File: src/rtl/ssadc_pkg.sv
`timescale 1ns/1ps
package ssadc_pkg;
  typedef enum logic [2:0] {
    ST_IDLE,
    ST_CNV,
    ST_WAIT_HI,
    ST_WAIT_LO,
    ST_SHIFT,
    ST_QUIET
  } ssadc_state_e;
endpackage

File: src/rtl/ssadc_sclk_gen.sv
`timescale 1ns/1ps
module ssadc_sclk_gen #(
  parameter int SCLK_HALF = 5,
  parameter int SEQ_W     = 5
) (
  input  logic             clk,
  input  logic             rst,
  input  logic             run,
  input  logic [SEQ_W-1:0] n_per,
  output logic             sclk_o,
  output logic             rise_now_o,
  output logic [SEQ_W-1:0] per_o,
  output logic             done_o
);
  localparam int PH_W = (SCLK_HALF > 1) ? $clog2(SCLK_HALF) : 1;

  logic [PH_W-1:0] ph_q;
  logic            ph_end;

  assign ph_end     = (ph_q == PH_W'(SCLK_HALF - 1));
  assign rise_now_o = run && !done_o && ph_end && !sclk_o;

  always_ff @(posedge clk) begin
    if (rst || !run) begin
      sclk_o <= 1'b1;
      ph_q   <= '0;
      per_o  <= '0;
      done_o <= 1'b0;
    end else if (!done_o) begin
      if (ph_end) begin
        ph_q <= '0;
        if (sclk_o) begin
          if (per_o == n_per) done_o <= 1'b1;
          else                sclk_o <= 1'b0;
        end else begin
          sclk_o <= 1'b1;
          per_o  <= per_o + SEQ_W'(1);
        end
      end else begin
        ph_q <= ph_q + PH_W'(1);
      end
    end
  end

  // the clock is parked high once the period count is reached
  a_r4_done_high: assert property (@(posedge clk) disable iff (rst)
    done_o |-> sclk_o);
  // never more periods than requested
  a_r6_per_limit: assert property (@(posedge clk) disable iff (rst)
    run |-> (per_o <= n_per));
endmodule

File: src/rtl/ssadc_capture.sv
`timescale 1ns/1ps
module ssadc_capture #(
  parameter int WORD_W = 12
) (
  input  logic              clk,
  input  logic              rst,
  input  logic              cap,
  input  logic              chain,
  input  logic              fin,
  input  logic              din_a,
  input  logic              din_b,
  output logic [WORD_W-1:0] word_a_o,
  output logic [WORD_W-1:0] word_b_o,
  output logic              valid_o
);
  localparam int LONG_W = 2 * WORD_W;

  logic [LONG_W-1:0] sh_a_q;
  logic [WORD_W-1:0] sh_b_q;

  always_ff @(posedge clk) begin
    if (rst) begin
      sh_a_q <= '0;
      sh_b_q <= '0;
    end else if (cap) begin
      sh_a_q <= {sh_a_q[LONG_W-2:0], din_a};
      sh_b_q <= {sh_b_q[WORD_W-2:0], din_b};
    end
  end

  always_ff @(posedge clk) begin
    if (rst) begin
      word_a_o <= '0;
      word_b_o <= '0;
      valid_o  <= 1'b0;
    end else begin
      valid_o <= fin;
      if (fin) begin
        word_a_o <= chain ? sh_a_q[LONG_W-1:WORD_W] : sh_a_q[WORD_W-1:0];
        word_b_o <= chain ? sh_a_q[WORD_W-1:0]      : sh_b_q;
      end
    end
  end

  // strobe lasts one cycle
  a_r8_valid_pulse: assert property (@(posedge clk) disable iff (rst)
    valid_o |=> !valid_o);
  // words only move with the strobe
  a_r8_words_hold: assert property (@(posedge clk) disable iff (rst)
    !valid_o |-> ($stable(word_a_o) && $stable(word_b_o)) || $past(rst));
endmodule

File: src/rtl/ssadc_rd.sv
`timescale 1ns/1ps
module ssadc_rd
  import ssadc_pkg::*;
#(
  parameter int WORD_W      = 12,
  parameter int SCLK_HALF   = 5,
  parameter int CNV_LOW_CYC = 2,
  parameter int QUIET_CYC   = 10,
  parameter int TMO_CYC     = 300
) (
  input  logic              clk,
  input  logic              rst,
  input  logic              start_i,
  input  logic              chain_i,
  input  logic              pair_sel_i,
  input  logic              busy_i,
  input  logic              dout_a_i,
  input  logic              dout_b_i,
  output logic              cnv_n_o,
  output logic              cs_n_o,
  output logic              sclk_o,
  output logic              addr_o,
  output logic [WORD_W-1:0] word_a_o,
  output logic [WORD_W-1:0] word_b_o,
  output logic              valid_o,
  output logic              timeout_err_o
);
  localparam int SEQ_W    = $clog2(2 * WORD_W + 1);
  localparam int HOLD_MAX = (CNV_LOW_CYC > QUIET_CYC) ? CNV_LOW_CYC : QUIET_CYC;
  localparam int HOLD_W   = $clog2(HOLD_MAX + 1);
  localparam int TMO_W    = $clog2(TMO_CYC + 1);
  localparam logic [SEQ_W-1:0] PER_ONE = SEQ_W'(WORD_W);
  localparam logic [SEQ_W-1:0] PER_TWO = SEQ_W'(2 * WORD_W);

  ssadc_state_e      state_q;
  logic [HOLD_W-1:0] cnt_q;
  logic [TMO_W-1:0]  tmo_q;
  logic              cs_n_q, cnv_n_q, addr_q, mode_q, err_q;

  logic [SEQ_W-1:0]  n_per, per_cnt;
  logic              rise_now, sclk_done, cap_first, cap_en, fin, timed_out;

  assign n_per     = mode_q ? PER_TWO : PER_ONE;
  assign timed_out = (tmo_q == TMO_W'(TMO_CYC - 1));
  assign cap_first = (state_q == ST_WAIT_LO) && !busy_i;
  assign cap_en    = cap_first || (rise_now && (per_cnt < n_per - SEQ_W'(1)));
  assign fin       = (state_q == ST_SHIFT) && sclk_done;

  always_ff @(posedge clk) begin
    if (rst) begin
      state_q <= ST_IDLE;
      cnt_q   <= '0;
      tmo_q   <= '0;
      cs_n_q  <= 1'b1;
      cnv_n_q <= 1'b1;
      addr_q  <= 1'b0;
      mode_q  <= 1'b0;
      err_q   <= 1'b0;
    end else begin
      case (state_q)
        ST_IDLE: if (start_i) begin
          addr_q  <= pair_sel_i;
          mode_q  <= chain_i;
          err_q   <= 1'b0;
          cnv_n_q <= 1'b0;
          cnt_q   <= '0;
          tmo_q   <= '0;
          state_q <= ST_CNV;
        end
        ST_CNV: begin
          tmo_q <= tmo_q + TMO_W'(1);
          if (cnt_q == HOLD_W'(CNV_LOW_CYC - 1)) begin
            cnv_n_q <= 1'b1;
            state_q <= ST_WAIT_HI;
          end else begin
            cnt_q <= cnt_q + HOLD_W'(1);
          end
        end
        ST_WAIT_HI, ST_WAIT_LO: begin
          tmo_q <= tmo_q + TMO_W'(1);
          if (state_q == ST_WAIT_HI && busy_i) begin
            cs_n_q  <= 1'b0;
            state_q <= ST_WAIT_LO;
          end else if (state_q == ST_WAIT_LO && !busy_i) begin
            state_q <= ST_SHIFT;
          end else if (timed_out) begin
            err_q   <= 1'b1;
            cs_n_q  <= 1'b1;
            cnt_q   <= '0;
            state_q <= ST_QUIET;
          end
        end
        ST_SHIFT: if (sclk_done) begin
          cs_n_q  <= 1'b1;
          cnt_q   <= '0;
          state_q <= ST_QUIET;
        end
        ST_QUIET: begin
          if (cnt_q == HOLD_W'(QUIET_CYC - 1)) state_q <= ST_IDLE;
          else                                 cnt_q   <= cnt_q + HOLD_W'(1);
        end
        default: state_q <= ST_IDLE;
      endcase
    end
  end

  ssadc_sclk_gen #(.SCLK_HALF(SCLK_HALF), .SEQ_W(SEQ_W)) u_sclk (
    .clk(clk), .rst(rst), .run(state_q == ST_SHIFT), .n_per(n_per),
    .sclk_o(sclk_o), .rise_now_o(rise_now), .per_o(per_cnt), .done_o(sclk_done)
  );

  ssadc_capture #(.WORD_W(WORD_W)) u_cap (
    .clk(clk), .rst(rst), .cap(cap_en), .chain(mode_q), .fin(fin),
    .din_a(dout_a_i), .din_b(dout_b_i),
    .word_a_o(word_a_o), .word_b_o(word_b_o), .valid_o(valid_o)
  );

  assign cnv_n_o       = cnv_n_q;
  assign cs_n_o        = cs_n_q;
  assign addr_o        = addr_q;
  assign timeout_err_o = err_q;

  // cycles since chip-select was last low, saturating, for the quiet check
  logic [HOLD_W-1:0] since_cs_q;
  always_ff @(posedge clk) begin
    if (rst)                                   since_cs_q <= HOLD_W'(QUIET_CYC);
    else if (!cs_n_q)                          since_cs_q <= '0;
    else if (since_cs_q < HOLD_W'(QUIET_CYC))  since_cs_q <= since_cs_q + HOLD_W'(1);
  end

  // start pulse never overlaps a read window
  a_r2_cnv_cs_high: assert property (@(posedge clk) disable iff (rst)
    !cnv_n_q |-> cs_n_q);
  // chip-select falls only after busy has been seen high
  a_r3_cs_after_busy: assert property (@(posedge clk) disable iff (rst)
    $fell(cs_n_q) |-> $past(busy_i));
  // serial clock parked high outside the read window
  a_r4_sclk_idle_high: assert property (@(posedge clk) disable iff (rst)
    cs_n_q |-> sclk_o);
  // pair select frozen while a transaction runs
  a_r7_addr_hold: assert property (@(posedge clk) disable iff (rst)
    (state_q != ST_IDLE) |=> $stable(addr_q));
  // quiet time before the next start
  a_r9_quiet: assert property (@(posedge clk) disable iff (rst)
    $fell(cnv_n_q) |-> (since_cs_q >= HOLD_W'(QUIET_CYC)));
  // timeout leaves with chip-select high and no strobe
  a_r10_err_exit: assert property (@(posedge clk) disable iff (rst)
    $rose(err_q) |-> (cs_n_q && !valid_o));
endmodule

File: config.mk
export PLATFORM = sky130hd
export DESIGN_NAME = ssadc_rd
export DESIGN_NICKNAME = d
export VERILOG_FILES = /design/src/rtl/ssadc_pkg.sv /design/src/rtl/ssadc_sclk_gen.sv /design/src/rtl/ssadc_capture.sv /design/src/rtl/ssadc_rd.sv
export SDC_FILE = /design/constraint.sdc
export NUM_CORES = 1
export LEC_CHECK = 0
export BUFFER_PORTS_ARGS = -buffer_cell sky130_fd_sc_hd__buf_4
export CORE_AREA = 8 8 176 112
export CTS_CLUSTER_DIAMETER = 50
export CTS_CLUSTER_SIZE = 14
export DETAILED_ROUTE_END_ITERATION = 12
export DIE_AREA = 0 0 184 120
export SKIP_CTS_REPAIR_TIMING = 1
export SLEW_MARGIN = 20
export SYNTH_ARGS = -nofsm -noshare
export SYNTH_HDL_FRONTEND = slang
export SYNTH_SLANG_ARGS = --single-unit
File: constraint.sdc
create_clock -name clk -period 6.7 [get_ports clk]
set_clock_uncertainty 0.1 [all_clocks]
set_input_delay 0.335 -clock clk [delete_from_list [all_inputs] [get_ports clk]]
set_output_delay 0.335 -clock clk [all_outputs]
set_load 0.02 [all_outputs]
### Word level (Yosys, flattened, before mapping)

Cells that the tools add are included.

| cells by class | value |
|---|---|
| shift-type cells | 0 |
| bitwise logic cells | 2 |
| order comparisons | 1 |
| div/mod/pow operators | 0 |
| reduce and logical (&&, ||, !) cells | 30 |
| multiply operators | 0 |
| eq/ne operators | 22 |
| add/subtract/negate cells | 5 |
| mux-type cells | 37 |

Operator list:

| kind | count |
|---|---|
| 4-bit 2-to-1 mux | 7 |
| 12-bit 2-to-1 mux | 2 |
| 3-bit 2-to-1 mux | 8 |
| 4-bit case mux with 5 select lines | 1 |
| 2-bit != test (second input constant) | 9 |
| 9-bit case mux with 2 select lines | 1 |
| 3-bit case mux with 5 select lines | 1 |
| 1-bit 2-to-1 mux | 12 |
| 5-bit AND reduction | 2 |
| 9-bit by 1-bit adder with 9-bit output (second input constant) | 1 |
| 3-bit == test (second input constant) | 3 |
| 9-bit == test (second input constant) | 1 |
| 9-bit 2-to-1 mux | 1 |
| 8-bit AND reduction | 1 |
| 2-bit nonzero test | 4 |
| 1-bit logical AND | 7 |
| 3-bit by 2-bit == test with 1-bit output (second input constant) | 2 |
| 3-bit != test (second input constant) | 2 |
| 1-bit case mux with 2 select lines | 3 |
| 2-bit AND reduction | 3 |
| 3-bit AND reduction | 2 |
| 5-bit by 1-bit adder with 5-bit output (second input constant) | 1 |
| 5-bit == test | 1 |
| 5-bit < comparator | 1 |
| 16 further kinds | 21 |

| storage, ports and cells | value |
|---|---|
| memory bits (read-only) | 0 |
| bits in writable memories | 0 |
| register bits after elaboration | 92 |
| input bits | 8 |
| latch bits | 0 |
| memories kept | 0 |
| output and inout bits | 30 |

### Logic depth before layout (Yosys ltp)

| logic depth | value |
|---|---|
| depth after elaboration | 6 |
| depth in mapped cells | 9 |
| mapped depth without buffers | 6 |

### Cells and area by module

A second synthesis with hierarchy kept.

| second synthesis, totals | value |
|---|---|
| cells, all modules | 435 |
| area total of the unflattened synthesis | 4215.3 um^2 |

By module, submodules not included:

| module | instances | cells each | area each (um^2) |
|---|---|---|---|
| ssadc_capture | 1 | 225 | 2363.5 |
| ssadc_rd | 1 | 146 | 1292.5 |
| ssadc_sclk_gen | 1 | 64 | 559.3 |

### Least setup slack after synthesis

No wires, ideal clock.

| timing path | value |
|---|---|
| path kind | reg-to-reg |
| start point | register mode_q |
| end point | register u_cap.sh_a_q[0] |
| arrival time | 2.516 ns |
| stages on the path, launching flop included | 10 |
| setup slack | 4.012 ns |
| period minus slack after synthesis | 2.688 ns |
| required time | 6.528 ns |
| setup time | 0.072 ns |
| path through | dfxtp_1 -> buf_2 -> buf_1 -> inv_1 -> ha_1 -> nand4_1 -> a21boi_0 -> o41ai_4 -> buf_6 -> mux2i_1 |

| on the way | value |
|---|---|
| word-level cells in the longest chain between the ends | 5 |

Ends and longest elaborated chain:

| item | line | text |
|---|---|---|
| start, declared | ssadc_rd.sv:38 | `logic cs_n_q, cnv_n_q, addr_q, mode_q, err_q;` |
| start signal, assigned | ssadc_rd.sv:63 | `mode_q <= chain_i;` |
| 5-bit 2-to-1 mux | ssadc_rd.sv:43 | `assign n_per = mode_q ? PER_TWO : PER_ONE;` |
| 5-bit by 1-bit subtractor with 5-bit output | ssadc_rd.sv:46 | `assign cap_en = cap_first \|\| (rise_now && (per_cnt < n_per - SEQ_W'(1)));` |
| 5-bit < comparator | ssadc_rd.sv:46 |  |
| 1-bit logical AND | ssadc_rd.sv:46 |  |
| 1-bit logical OR | ssadc_rd.sv:46 |  |
| end signal, assigned | ssadc_capture.sv:26 | `sh_a_q <= {sh_a_q[LONG_W-2:0], din_a};` |
| end, declared | ssadc_capture.sv:18 | `logic [LONG_W-1:0] sh_a_q;` |

No other way between the ends.
A chain may end at the register's enable or synchronous reset.

### Final worst setup path

| timing path | value |
|---|---|
| start point | register state_q[0] |
| end point | register u_sclk.sclk_o |

| on the way | value |
|---|---|
| word-level cells in the longest chain between the ends | 3 |

Ends and longest elaborated chain:

| item | line | text |
|---|---|---|
| start, declared | ssadc_rd.sv:35 | `ssadc_state_e state_q;` |
| start signal, assigned | ssadc_rd.sv:51 | `state_q <= ST_IDLE;` |
| start signal, assigned | ssadc_rd.sv:68 | `state_q <= ST_CNV;` |
| start signal, assigned | ssadc_rd.sv:74 | `state_q <= ST_WAIT_HI;` |
| 3-bit == test | ssadc_rd.sv:108 | `.clk(clk), .rst(rst), .run(state_q == ST_SHIFT), .n_per(n_per),` |
| 1-bit logical NOT | ssadc_sclk_gen.sv:24 | `if (rst \|\| !run) begin` |
| 1-bit logical OR | ssadc_sclk_gen.sv:24 |  |
| end signal, assigned | ssadc_sclk_gen.sv:25 | `sclk_o <= 1'b1;` |
| end signal, assigned | ssadc_sclk_gen.sv:34 | `else sclk_o <= 1'b0;` |
| end signal, assigned | ssadc_sclk_gen.sv:36 | `sclk_o <= 1'b1;` |
| end, declared | ssadc_sclk_gen.sv:10 | `output logic sclk_o,` |

No other way between the ends.

==> summary.md <==
| Metric | Value |
|---|---|
| Total Routing Usage GR | 0.0898 |
| Via density | 4.56 |
| Asr flop ratio synth | 0 |
| Final Max Slew Viols | 0 |
| TritonCTS clock tree | yes |
| CP max-delay cell | or4b_2 |
| Die height | 120 um |
| Port Buf Inserts | 37 |
| Sequential cell area fraction in the yosys report | 0.441 |
| Fin worst setup slack | 4.30 ns |
| Avg Inst Size Synth | 9.46 um^2 |
| GR Overflow Total | 0 |
| CTS sink cnt | 92 |
| Placer Congestion | 0.749 |
| Max clock buf depth | 2 |
| Area growth from synthesis to layout | 17.4% |
| First-pass GRT wire length | 16.3 mm |
| Initial Util | 0.242 |
| Yosys cell types | 57 |
| Non-filler cells, final | 710 |
| Cells after Synth | 442 |
| Dominant synthesized flop cell | dfxtp_1 |
| Mapped Nets | 460 |
| Status | finished, final reports clean |
| Core area | 17300 um^2 |
| Crit path cell chain | nor2_1, nand3_1, or4b_2 |
| Largest net degree at the start of global routing | 49 |
| Most frequent cell after synthesis | dfxtp_1 |
| Peak supply drop | 0.113 mV |
| Die width | 184 um |
| Clk slew on worst S/H paths | 0.07 ns |
| Req. time, crit path | 6.81 ns |
| Worst Tran Pin Value | 0.889 ns |
| Share of layout cells above drive strength 1 | 0.143 |
| Final net count | 483 |
| CTS buffer count | 9 |
| # setup viols final | 0 |
| Die area | 22100 um^2 |
| Final worst path period share | 0.359 |
| Leak pwr | 1.64 nW |
| Initial DRC Count | 258 |
| Fill cells | 1828 |
| CTS Root Cell | clkbuf_16 |
| Clock latency on the worst-skew pair | 0.34 ns |
| Max Cap Viol | 0 |
| Slew headroom | 0.399 |
| Hold WS | 0.135 ns |
| Worst setup EP type | flop |
| Placed Cells | 694 |
| Post-synth EDFFs | 0 |
| DRC | 0 |
| Antenna Cells | 0 |
| CP peak stage delay | 0.76 ns |
| Setup TNS | 0 ns |
| Wire per inst | 13.6 um |
| Worst min path class | primary input to flop |
| Pwr per Cell Area | 286 nW/um^2 |
| Tmin final | 2.40 ns |
| Vias | 3235 |
| # rows | 38 |
| Vias in the first global route | 3162 |
| Pre-CTS setup slack | 3.97 ns |
| Max frequency | 416 MHz |
| Hpwl dp | 6.94 mm |
| Worst Path Arrival | 2.51 ns |
| Yosys warns | 0 |
| Final antenna-violating net count | 0 |
| IO Pins | 38 |
| Initial antenna violation count | 0 |
| Area contributors post-synth | dfxtp_1 44%, mux2i_1 16%, nand2_1 4.8%, a211oi_1 4.3%, nor2_1 4.1% |
| Pre-antenna DRT Iters | 4 |
| Top post-synthesis cells by count | 92 x dfxtp_1, 65 x mux2i_1, 53 x nand2_1 |
| CP max FO | 14 |
| FF+latch count, synth | 92 |
| Area fraction of the dominant cell type after synthesis | 0.441 |
| Worst Setup Start Kind | flop |
| Netlist Area Pre-Place | 4180 um^2 |
| Final hold viol count | 0 |
| Setup CP Type | flop to flop |
| RSZ-0062 raised after global routing | no |
| H-tree depth | 3 |
| Yosys top cell by area | dfxtp_1 |
| Total routed wirelength | 9.65 mm |
layout by cell type (no fill, tap or decap), types with 6 or more instances in the layout:
master	netlist	layout
a211oi_1	24	24
a21oi_1	17	17
buf_4	0	40
clkbuf_16	0	9
dfxtp_1	92	92
ha_1	10	10
inv_1	10	10
mux2i_1	65	65
nand2_1	53	53
nand3_1	6	6
nor2_1	46	46
nor3_1	8	8
kinds of logic (layout without fill, tap and decap cells):
logic type	count (synthesis)	in the layout	share of synthesized area
flip-flops	92	92	0.441
AO/OA/AOI/OAI	72	72	0.126
XOR/XNOR	4	4	0.00838
multiplexers	66	66	0.158
buffers and inverters	39	67	0.0515
adder cells (fa/ha/maj)	10	10	0.0299
AND/OR/NAND/NOR	159	159	0.185
sequential cells by signal (all words and copies together) (netlist names), 3 cells and up:
name / cells
u_cap.sh_a_q: 24
u_cap.sh_b_q: 12
u_cap.word_a_o: 12
u_cap.word_b_o: 12
tmo_q: 9
u_sclk.per_o: 5
cnt_q: 4
state_q: 3
u_sclk.ph_q: 3
worst max-delay path, delay by kind of cell, from the launching register on:
kind | cells | cell delay (ns)
DFF | 1 | 0.44
and+or+nand+nor | 3 | 1.73
through the flow:
step                power (W)  area [um^2]  utilization
floorplan            0.000839         4180            -
global route          0.00148         4910        0.284
CTS                   0.00142         4910        0.284
detailed placement   0.000903         4610        0.266
finish                0.00141         4910        0.284
global placement     0.000897         4610        0.266
path summary, 6_finish.rpt:
kind,start,endpoint,slack [ns],cells past startpoint
setup / recovery,state_q[0]$_SDFFE_PP0P_,u_sclk.sclk_o$_SDFFE_PP1P_,4.30,3
hold / removal,chain_i,mode_q$_SDFFE_PP0P_,0.14,3
setup reg to reg,state_q[0]$_SDFFE_PP0P_,u_sclk.sclk_o$_SDFFE_PP1P_,4.30,3
hold reg to reg,u_cap.sh_a_q[23]$_SDFFE_PP0P_,u_cap.sh_a_q[23]$_SDFFE_PP0P_,0.37,2
power by group:
part           internal, W  switching [W]
Combinational     0.000111       0.000166
Sequential        0.000572      0.0000424
Clock             0.000301       0.000214
layer usage:
metal	vias to the layer above	part of all wire	global-route usage
met4	0	0.010	0.0301
met2	68	0.43	0.132
met5	-	0	0
met3	7	0.041	0.0248
li1	1630	-	-
met1	1530	0.52	0.125
area by class of cell:
type	instances	area, um^2	share of cell area
Multi-Input combinational cell	311	2120	0.432
Sequential cell	92	1840	0.375
Timing Repair Buffer	40	300	0.0612
Tap cell	240	300	0.0612
Clock buffer	11	243	0.0494
Clock inverter	5	60.1	0.0122
Inverter	11	41.3	0.00841
Power figures use the tool's default switching activity.
